[src/rtl/vcvt_pkg.sv]
package vcvt_pkg;
   localparam int unsigned WORD_W = 32;
   localparam int unsigned EXP_W  = 8;
   localparam int unsigned FRAC_W = 23;
   localparam int unsigned BIAS   = 127;

   typedef enum logic [1:0] {
      OP_S2F = 2'b00,
      OP_U2F = 2'b01,
      OP_F2S = 2'b10,
      OP_F2U = 2'b11
   } cvt_op_e;
endpackage

[src/rtl/vcvt_f2i.sv]
module vcvt_f2i
   import vcvt_pkg::*;
(
   input  logic [WORD_W-1:0] fin,
   input  logic              to_unsigned,
   output logic [WORD_W-1:0] res,
   output logic              bad
);
   localparam logic [EXP_W-1:0] E_ONE   = EXP_W'(BIAS);
   localparam logic [EXP_W-1:0] E_EXACT = EXP_W'(BIAS + FRAC_W);
   localparam logic [EXP_W-1:0] E_S_TOP = EXP_W'(BIAS + WORD_W - 1);
   localparam logic [EXP_W-1:0] E_U_TOP = EXP_W'(BIAS + WORD_W);

   logic                 sgn;
   logic [EXP_W-1:0]     ex;
   logic [FRAC_W-1:0]    fr;
   logic [EXP_W-1:0]     sh;
   logic [WORD_W-1:0]    sig;
   logic [WORD_W-1:0]    mag;

   always_comb begin
      sgn = fin[WORD_W-1];
      ex  = fin[WORD_W-2 -: EXP_W];
      fr  = fin[FRAC_W-1:0];
      sig = {{(WORD_W-FRAC_W-1){1'b0}}, 1'b1, fr};
      sh  = '0;
      mag = '0;
      res = '0;
      bad = 1'b0;
      if (ex >= E_EXACT) begin
         sh  = ex - E_EXACT;
         mag = sig << sh;
      end else begin
         sh  = E_EXACT - ex;
         mag = sig >> sh;
      end
      if (ex == '1 && fr != '0) begin
         bad = 1'b1;
      end else if (ex < E_ONE) begin
         res = '0;
      end else if (to_unsigned) begin
         if (sgn) begin
            bad = 1'b1;
         end else if (ex >= E_U_TOP) begin
            res = '1;
            bad = 1'b1;
         end else begin
            res = mag;
         end
      end else if (!sgn) begin
         if (ex >= E_S_TOP) begin
            res = {1'b0, {(WORD_W-1){1'b1}}};
            bad = 1'b1;
         end else begin
            res = mag;
         end
      end else if (ex > E_S_TOP || (ex == E_S_TOP && fr != '0)) begin
         res = {1'b1, {(WORD_W-1){1'b0}}};
         bad = 1'b1;
      end else begin
         res = -mag;
      end
   end
endmodule

[src/rtl/vcvt_i2f.sv]
module vcvt_i2f
   import vcvt_pkg::*;
(
   input  logic [WORD_W-1:0] iin,
   input  logic              is_unsigned,
   output logic [WORD_W-1:0] res
);
   localparam int unsigned LEAD_W = $clog2(WORD_W);
   localparam int unsigned KEEP_W = FRAC_W + 1;
   localparam int unsigned DROP_W = WORD_W - KEEP_W;

   logic                 neg;
   logic [WORD_W-1:0]    mag;
   logic [LEAD_W-1:0]    lead;
   logic [WORD_W-1:0]    norm;
   logic [KEEP_W-1:0]    keep;
   logic                 grd;
   logic                 stk;
   logic                 up;
   logic [KEEP_W:0]      sum;
   logic [EXP_W-1:0]     expo;
   logic [FRAC_W-1:0]    mant;

   always_comb begin
      neg  = !is_unsigned && iin[WORD_W-1];
      mag  = neg ? -iin : iin;
      lead = '0;
      for (int k = 0; k < WORD_W; k++) begin
         if (mag[k]) lead = LEAD_W'(k);
      end
      norm = mag << (LEAD_W'(WORD_W-1) - lead);
      keep = norm[WORD_W-1 -: KEEP_W];
      grd  = norm[DROP_W-1];
      stk  = |norm[DROP_W-2:0];
      up   = grd & (stk | keep[0]);
      sum  = {1'b0, keep} + (KEEP_W+1)'(up);
      expo = EXP_W'(BIAS) + EXP_W'(lead) + EXP_W'(sum[KEEP_W]);
      mant = sum[KEEP_W] ? sum[KEEP_W-1:1] : sum[FRAC_W-1:0];
      res  = (mag == '0) ? '0 : {neg, expo, mant};
   end
endmodule

[src/rtl/vcvt4_unit.sv]
module vcvt4_unit
   import vcvt_pkg::*;
#(
   parameter int unsigned LANES  = 4,
   parameter int unsigned LANE_W = 32
) (
   input  logic                    clk,
   input  logic                    rst_n,
   input  logic                    in_valid,
   input  logic [1:0]              in_op,
   input  logic [LANES*LANE_W-1:0] in_data,
   output logic                    out_valid,
   output logic [LANES*LANE_W-1:0] out_data,
   output logic                    invalid_flag
);
   localparam int unsigned VEC_W = LANES * LANE_W;

   if (LANE_W != WORD_W) begin : g_bad_width
      $error("vcvt4_unit: LANE_W must equal the single-precision word width");
   end
   if (LANES < 1) begin : g_bad_lanes
      $error("vcvt4_unit: LANES must be at least one");
   end

   logic             s1_v;
   cvt_op_e          s1_op;
   logic [VEC_W-1:0] s1_d;
   logic [VEC_W-1:0] lane_res;
   logic [LANES-1:0] lane_bad;

   always_ff @(posedge clk or negedge rst_n) begin
      if (!rst_n) begin
         s1_v  <= 1'b0;
         s1_op <= OP_S2F;
         s1_d  <= '0;
      end else begin
         s1_v <= in_valid;
         if (in_valid) begin
            s1_op <= cvt_op_e'(in_op);
            s1_d  <= in_data;
         end
      end
   end

   for (genvar g = 0; g < LANES; g++) begin : g_lane
      logic [LANE_W-1:0] f2i_res;
      logic [LANE_W-1:0] i2f_res;
      logic              f2i_bad;

      vcvt_f2i u_f2i (
         .fin         (s1_d[g*LANE_W +: LANE_W]),
         .to_unsigned (s1_op[0]),
         .res         (f2i_res),
         .bad         (f2i_bad)
      );
      vcvt_i2f u_i2f (
         .iin         (s1_d[g*LANE_W +: LANE_W]),
         .is_unsigned (s1_op[0]),
         .res         (i2f_res)
      );
      assign lane_res[g*LANE_W +: LANE_W] = s1_op[1] ? f2i_res : i2f_res;
      assign lane_bad[g] = s1_op[1] & f2i_bad;

      assert_neg_unsigned_zero_R6: assert property (@(posedge clk) disable iff (!rst_n)
         (s1_v && s1_op == OP_F2U && s1_d[g*LANE_W + LANE_W-1])
         |=> out_data[g*LANE_W +: LANE_W] == '0);

      assert_nan_zero_R7: assert property (@(posedge clk) disable iff (!rst_n)
         (s1_v && s1_op[1] && s1_d[g*LANE_W + LANE_W-2 -: EXP_W] == '1
          && s1_d[g*LANE_W +: FRAC_W] != '0)
         |=> (out_data[g*LANE_W +: LANE_W] == '0 && invalid_flag));
   end

   always_ff @(posedge clk or negedge rst_n) begin
      if (!rst_n) begin
         out_valid    <= 1'b0;
         out_data     <= '0;
         invalid_flag <= 1'b0;
      end else begin
         out_valid <= s1_v;
         if (s1_v) begin
            out_data <= lane_res;
            if (|lane_bad) invalid_flag <= 1'b1;
         end
      end
   end

   assert_valid_two_cycles_R9: assert property (@(posedge clk) disable iff (!rst_n)
      in_valid |-> ##2 out_valid);

   assert_idle_two_cycles_R9: assert property (@(posedge clk) disable iff (!rst_n)
      !in_valid |-> ##2 !out_valid);

   assert_flag_sticky_R8: assert property (@(posedge clk) disable iff (!rst_n)
      invalid_flag |=> invalid_flag);

   assert_int_src_no_flag_R8: assert property (@(posedge clk) disable iff (!rst_n)
      (!invalid_flag && !(s1_v && s1_op[1])) |=> !invalid_flag);
endmodule

[config.mk]
export PLATFORM = sky130hd
export DESIGN_NAME = vcvt4_unit
export DESIGN_NICKNAME = d
export VERILOG_FILES = /design/src/rtl/vcvt_pkg.sv /design/src/rtl/vcvt_f2i.sv /design/src/rtl/vcvt_i2f.sv /design/src/rtl/vcvt4_unit.sv
export SDC_FILE = /design/constraint.sdc
export NUM_CORES = 2
export LEC_CHECK = 0
export BUFFER_PORTS_ARGS = -buffer_cell sky130_fd_sc_hd__buf_2
export CAP_MARGIN = 20
export CORE_MARGIN = 4
export CORE_UTILIZATION = 40
export DETAILED_ROUTE_END_ITERATION = 10
export PLACE_DENSITY = 0.67
export SLEW_MARGIN = 40
export SYNTH_ARGS = -nofsm -noshare
export SYNTH_HDL_FRONTEND = slang
export SYNTH_SLANG_ARGS = --single-unit
[constraint.sdc]
create_clock -name clk -period 10.1 [get_ports clk]
set_clock_uncertainty 0.1 [all_clocks]
set_input_delay 1.515 -clock clk [delete_from_list [all_inputs] [get_ports clk]]
set_output_delay 1.515 -clock clk [all_outputs]
set_load 0.01 [all_outputs]
==> key figures <==
Floorplan
  • Die Width: 359 µm
  • Die ar.: 0.129 mm²
  • Initial Utilization: 40.4%
  • # IOs: 263
  • Core area: 0.122 mm²
  • DIE HEIGHT: 359 µm
  • Number of placement rows: 128

Clocking
  • Resized cells post-CTS: 0
  • Clk_lat worst skew: 620 ps
  • CTS clock-pin slew for the worst setup and hold paths: 70 ps
  • CTS tree: yes
  • Hold_buf cts: 0
  • CTS Buf Count: 38
  • Clk root buf: clkbuf_16
  • Setup bufs post-CTS: 0
  • H-tree Lvls: 2
  • Sink Count: 261
  • Clk buf depth: 3

Setup path
  • Critical Path Max Stage Delay: 610 ps
  • CP arrival: 8490 ps
  • Kind of critical path: flop to flop
  • FF-to-FF Start: s1_d[32]
  • Crit path from: s1_d[32]
  • Slowest CP cell: nor3b_2
  • CP Max Fanout: 26
  • Crit end category: flop
  • WP data required: 10,440 ps
  • Startpoint Class: flop

Detailed routing
  • Avg Vias per Cell: 7.14
  • Drt pass-1 iters: 8
  • Residual DRC count: 0
  • WL/cell: 29.0 µm
  • Via count: 61,093
  • Initial DRC Count: 9,709
  • Total Wirelength: 248,000 µm
  • Final ANT Viol Nets: 0

Synthesis
  • Synth Net Count: 7,214
  • #FFs+latches synth: 261
  • Number of synthesized flops with an enable pin: 0
  • Syn Area/Cell: 7.01 µm²
  • Register area share after synthesis: 13.2%
  • Main synth FF type: dfrtp_1
  • Post-synth ARST share: 100%
  • Syn Inst Count: 7,033
  • Synthesized cell area: 0.0493 mm²
  • Yosys warnings: 0
  • Unique cell type count in the Yosys netlist: 133

Power
  • Clock Power Share: 14.8%
  • Int Power: 4220 µW
  • Static Leak: 0.0194 µW
  • Sequential share of power: 17.1%
  • Logic pwr share: 68.1%
  • Sw Share: 55.7%
  • Power Density: 179 mW/mm²
  • Switch Pwr: 5310 µW
  • Worst vdd ir: 0.145 mV

Timing
  • Hold Vio Cnt, Final: 0
  • Final Setup Violations: 0
  • Post-route minimum period: 8140 ps
  • Worst Tran Pin Value: 978 ps
  • Fmax: 123 MHz
  • Period utilisation layout: 80.6%
  • Slew headroom: 34.6%
  • Hold slack: 378 ps
  • RSZ-0062 raised after global routing: no
  • TNS Setup: 0 ps
  • Pins over their slew limit: 0

Cells and area
  • Most common cell after layout, fill and taps aside: nand2_1
  • Area occupied by multi-input gates: 0.0401 mm²
  • Fin nets: 7,075
  • Layout cells sized above 1: 15.1%
  • Fill cells: 12,735
  • Register area: 0.00655 mm²
  • Most frequent cells in the layout: nand2_1, nor2_1, a21oi_1
  • Syn-to-layout area delta: 8.15%

Global routing
  • Total GRT Usage: 35.9%
  • Largest net degree at the start of global routing: 122
  • Vias in the first global route: 55,404
  • Total global routing overflow: 0
  • Initial antenna violation count: 7
  • First-pass GRT wire length: 366,000 µm

Run
  • MaxCap Viol Count: 0

Placed design
  • PortBufs: 262
  • Detail Placement HPWL: 188,000 µm
  • Global placer's final weighted congestion: 1.04

Worst hold path
  • Hold Crit Class: flop to flop
  • Hold Path Origin: out_data[119]

Outcome
  • Run status: completed
==> layout make-up <==
type	count	area share [%]
clock inverters	15	0.307
inverters	130	0.922
diodes	5	0.0235
flip-flops and latches	261	12.3
repair buffers	453	5.38
clock buffers	53	2.04
well taps	1625	3.81
multi-input cells	6010	75.2
==> worst max-delay path, delay by kind of cell (launching register included) <==
family	cells	cell delay, ps
adder cells (fa/ha/maj)	3	710
flip-flops	1	360
XOR/XNOR	2	630
buffers and inverters	5	1170
AND/OR/NAND/NOR	9	2490
AO/OA/AOI/OAI	10	2500
==> path summary, 6_finish.rpt <==
kind,endpoint,slack (ps),cells past startpoint
max,out_data[59],1960,29
min,out_data[119],380,1
max reg2reg,out_data[59],1960,29
min reg2reg,out_data[119],380,1
max in group asynchronous,s1_v,7920,3
min in group asynchronous,s1_d[102],640,1
==> cells in the mapped netlist, drive strengths merged, types with 122 or more instances <==
master / count / area [µm²]
clkbuf: 467 / 1750
nor2: 711 / 2690
xnor2: 188 / 1650
o211ai: 159 / 1220
mux2i: 244 / 2450
mux2: 160 / 1800
o22ai: 127 / 821
a211oi: 123 / 948
nand3: 236 / 1190
o21ai: 532 / 2670
nor4: 123 / 1050
inv: 122 / 460
a21oi: 526 / 2670
nand2: 721 / 2730
a31oi: 146 / 945
dfrtp: 261 / 6530
buf: 165 / 823
nor3: 272 / 1390
==> cells by family (layout without fill, tap and decap cells) <==
logic type | Yosys count | in the layout | synth area share (%)
and+or+nand+nor | 2666 | 2666 | 26.9
AOI/OAI and AO/OA | 2532 | 2532 | 35.3
buffers and inverters | 762 | 651 | 6.22
muxes | 482 | 482 | 12.2
xor gates and xnor gates | 282 | 282 | 5.01
DFF | 261 | 261 | 13.2
adders and majority gates | 48 | 48 | 1.22
other | 0 | 5 | 0
==> stage by stage <==
stage / worst slack [ps] / cell area (µm²) / total power (µW) / instances / utilization (%)
5_1_grt: 1510 / 53300 / 9960 / 8547 / 43.7
4_1_cts: 2260 / 53100 / 9280 / 8541 / 43.6
3_5_place_dp: 2310 / 51900 / 7820 / 8473 / 42.5
2_1_floorplan: 3470 / 49300 / 5690 / 7033 / -
3_3_place_gp: 2370 / 51600 / 7820 / 8469 / 42.3
6_report: 1960 / 53300 / 9530 / 8552 / 43.7
==> flip-flops by register name, summed over array words and instances (netlist names) <==
signal	count
out_data	128
s1_d	128
s1_op	2
invalid_flag	1
out_valid	1
s1_v	1
==> power groups by stage <==
stage	logic, µW	registers, µW	clock network, µW
finish	6490	1630	1410
global route	6850	1640	1470
CTS	6230	1600	1440
detailed placement	6200	1620	0
global placement	6210	1620	0
floorplan	4280	1410	0
==> routing by layer <==
layer	global-route usage (%)	vias up	routed length, µm
met3	8.50	727	29100
met2	54.3	4069	106000
met4	14.4	2	12200
met1	49.1	29508	101000
met5	0	-	13
li1	-	26787	-
No activity file was read; power rests on OpenSTA's default activity.
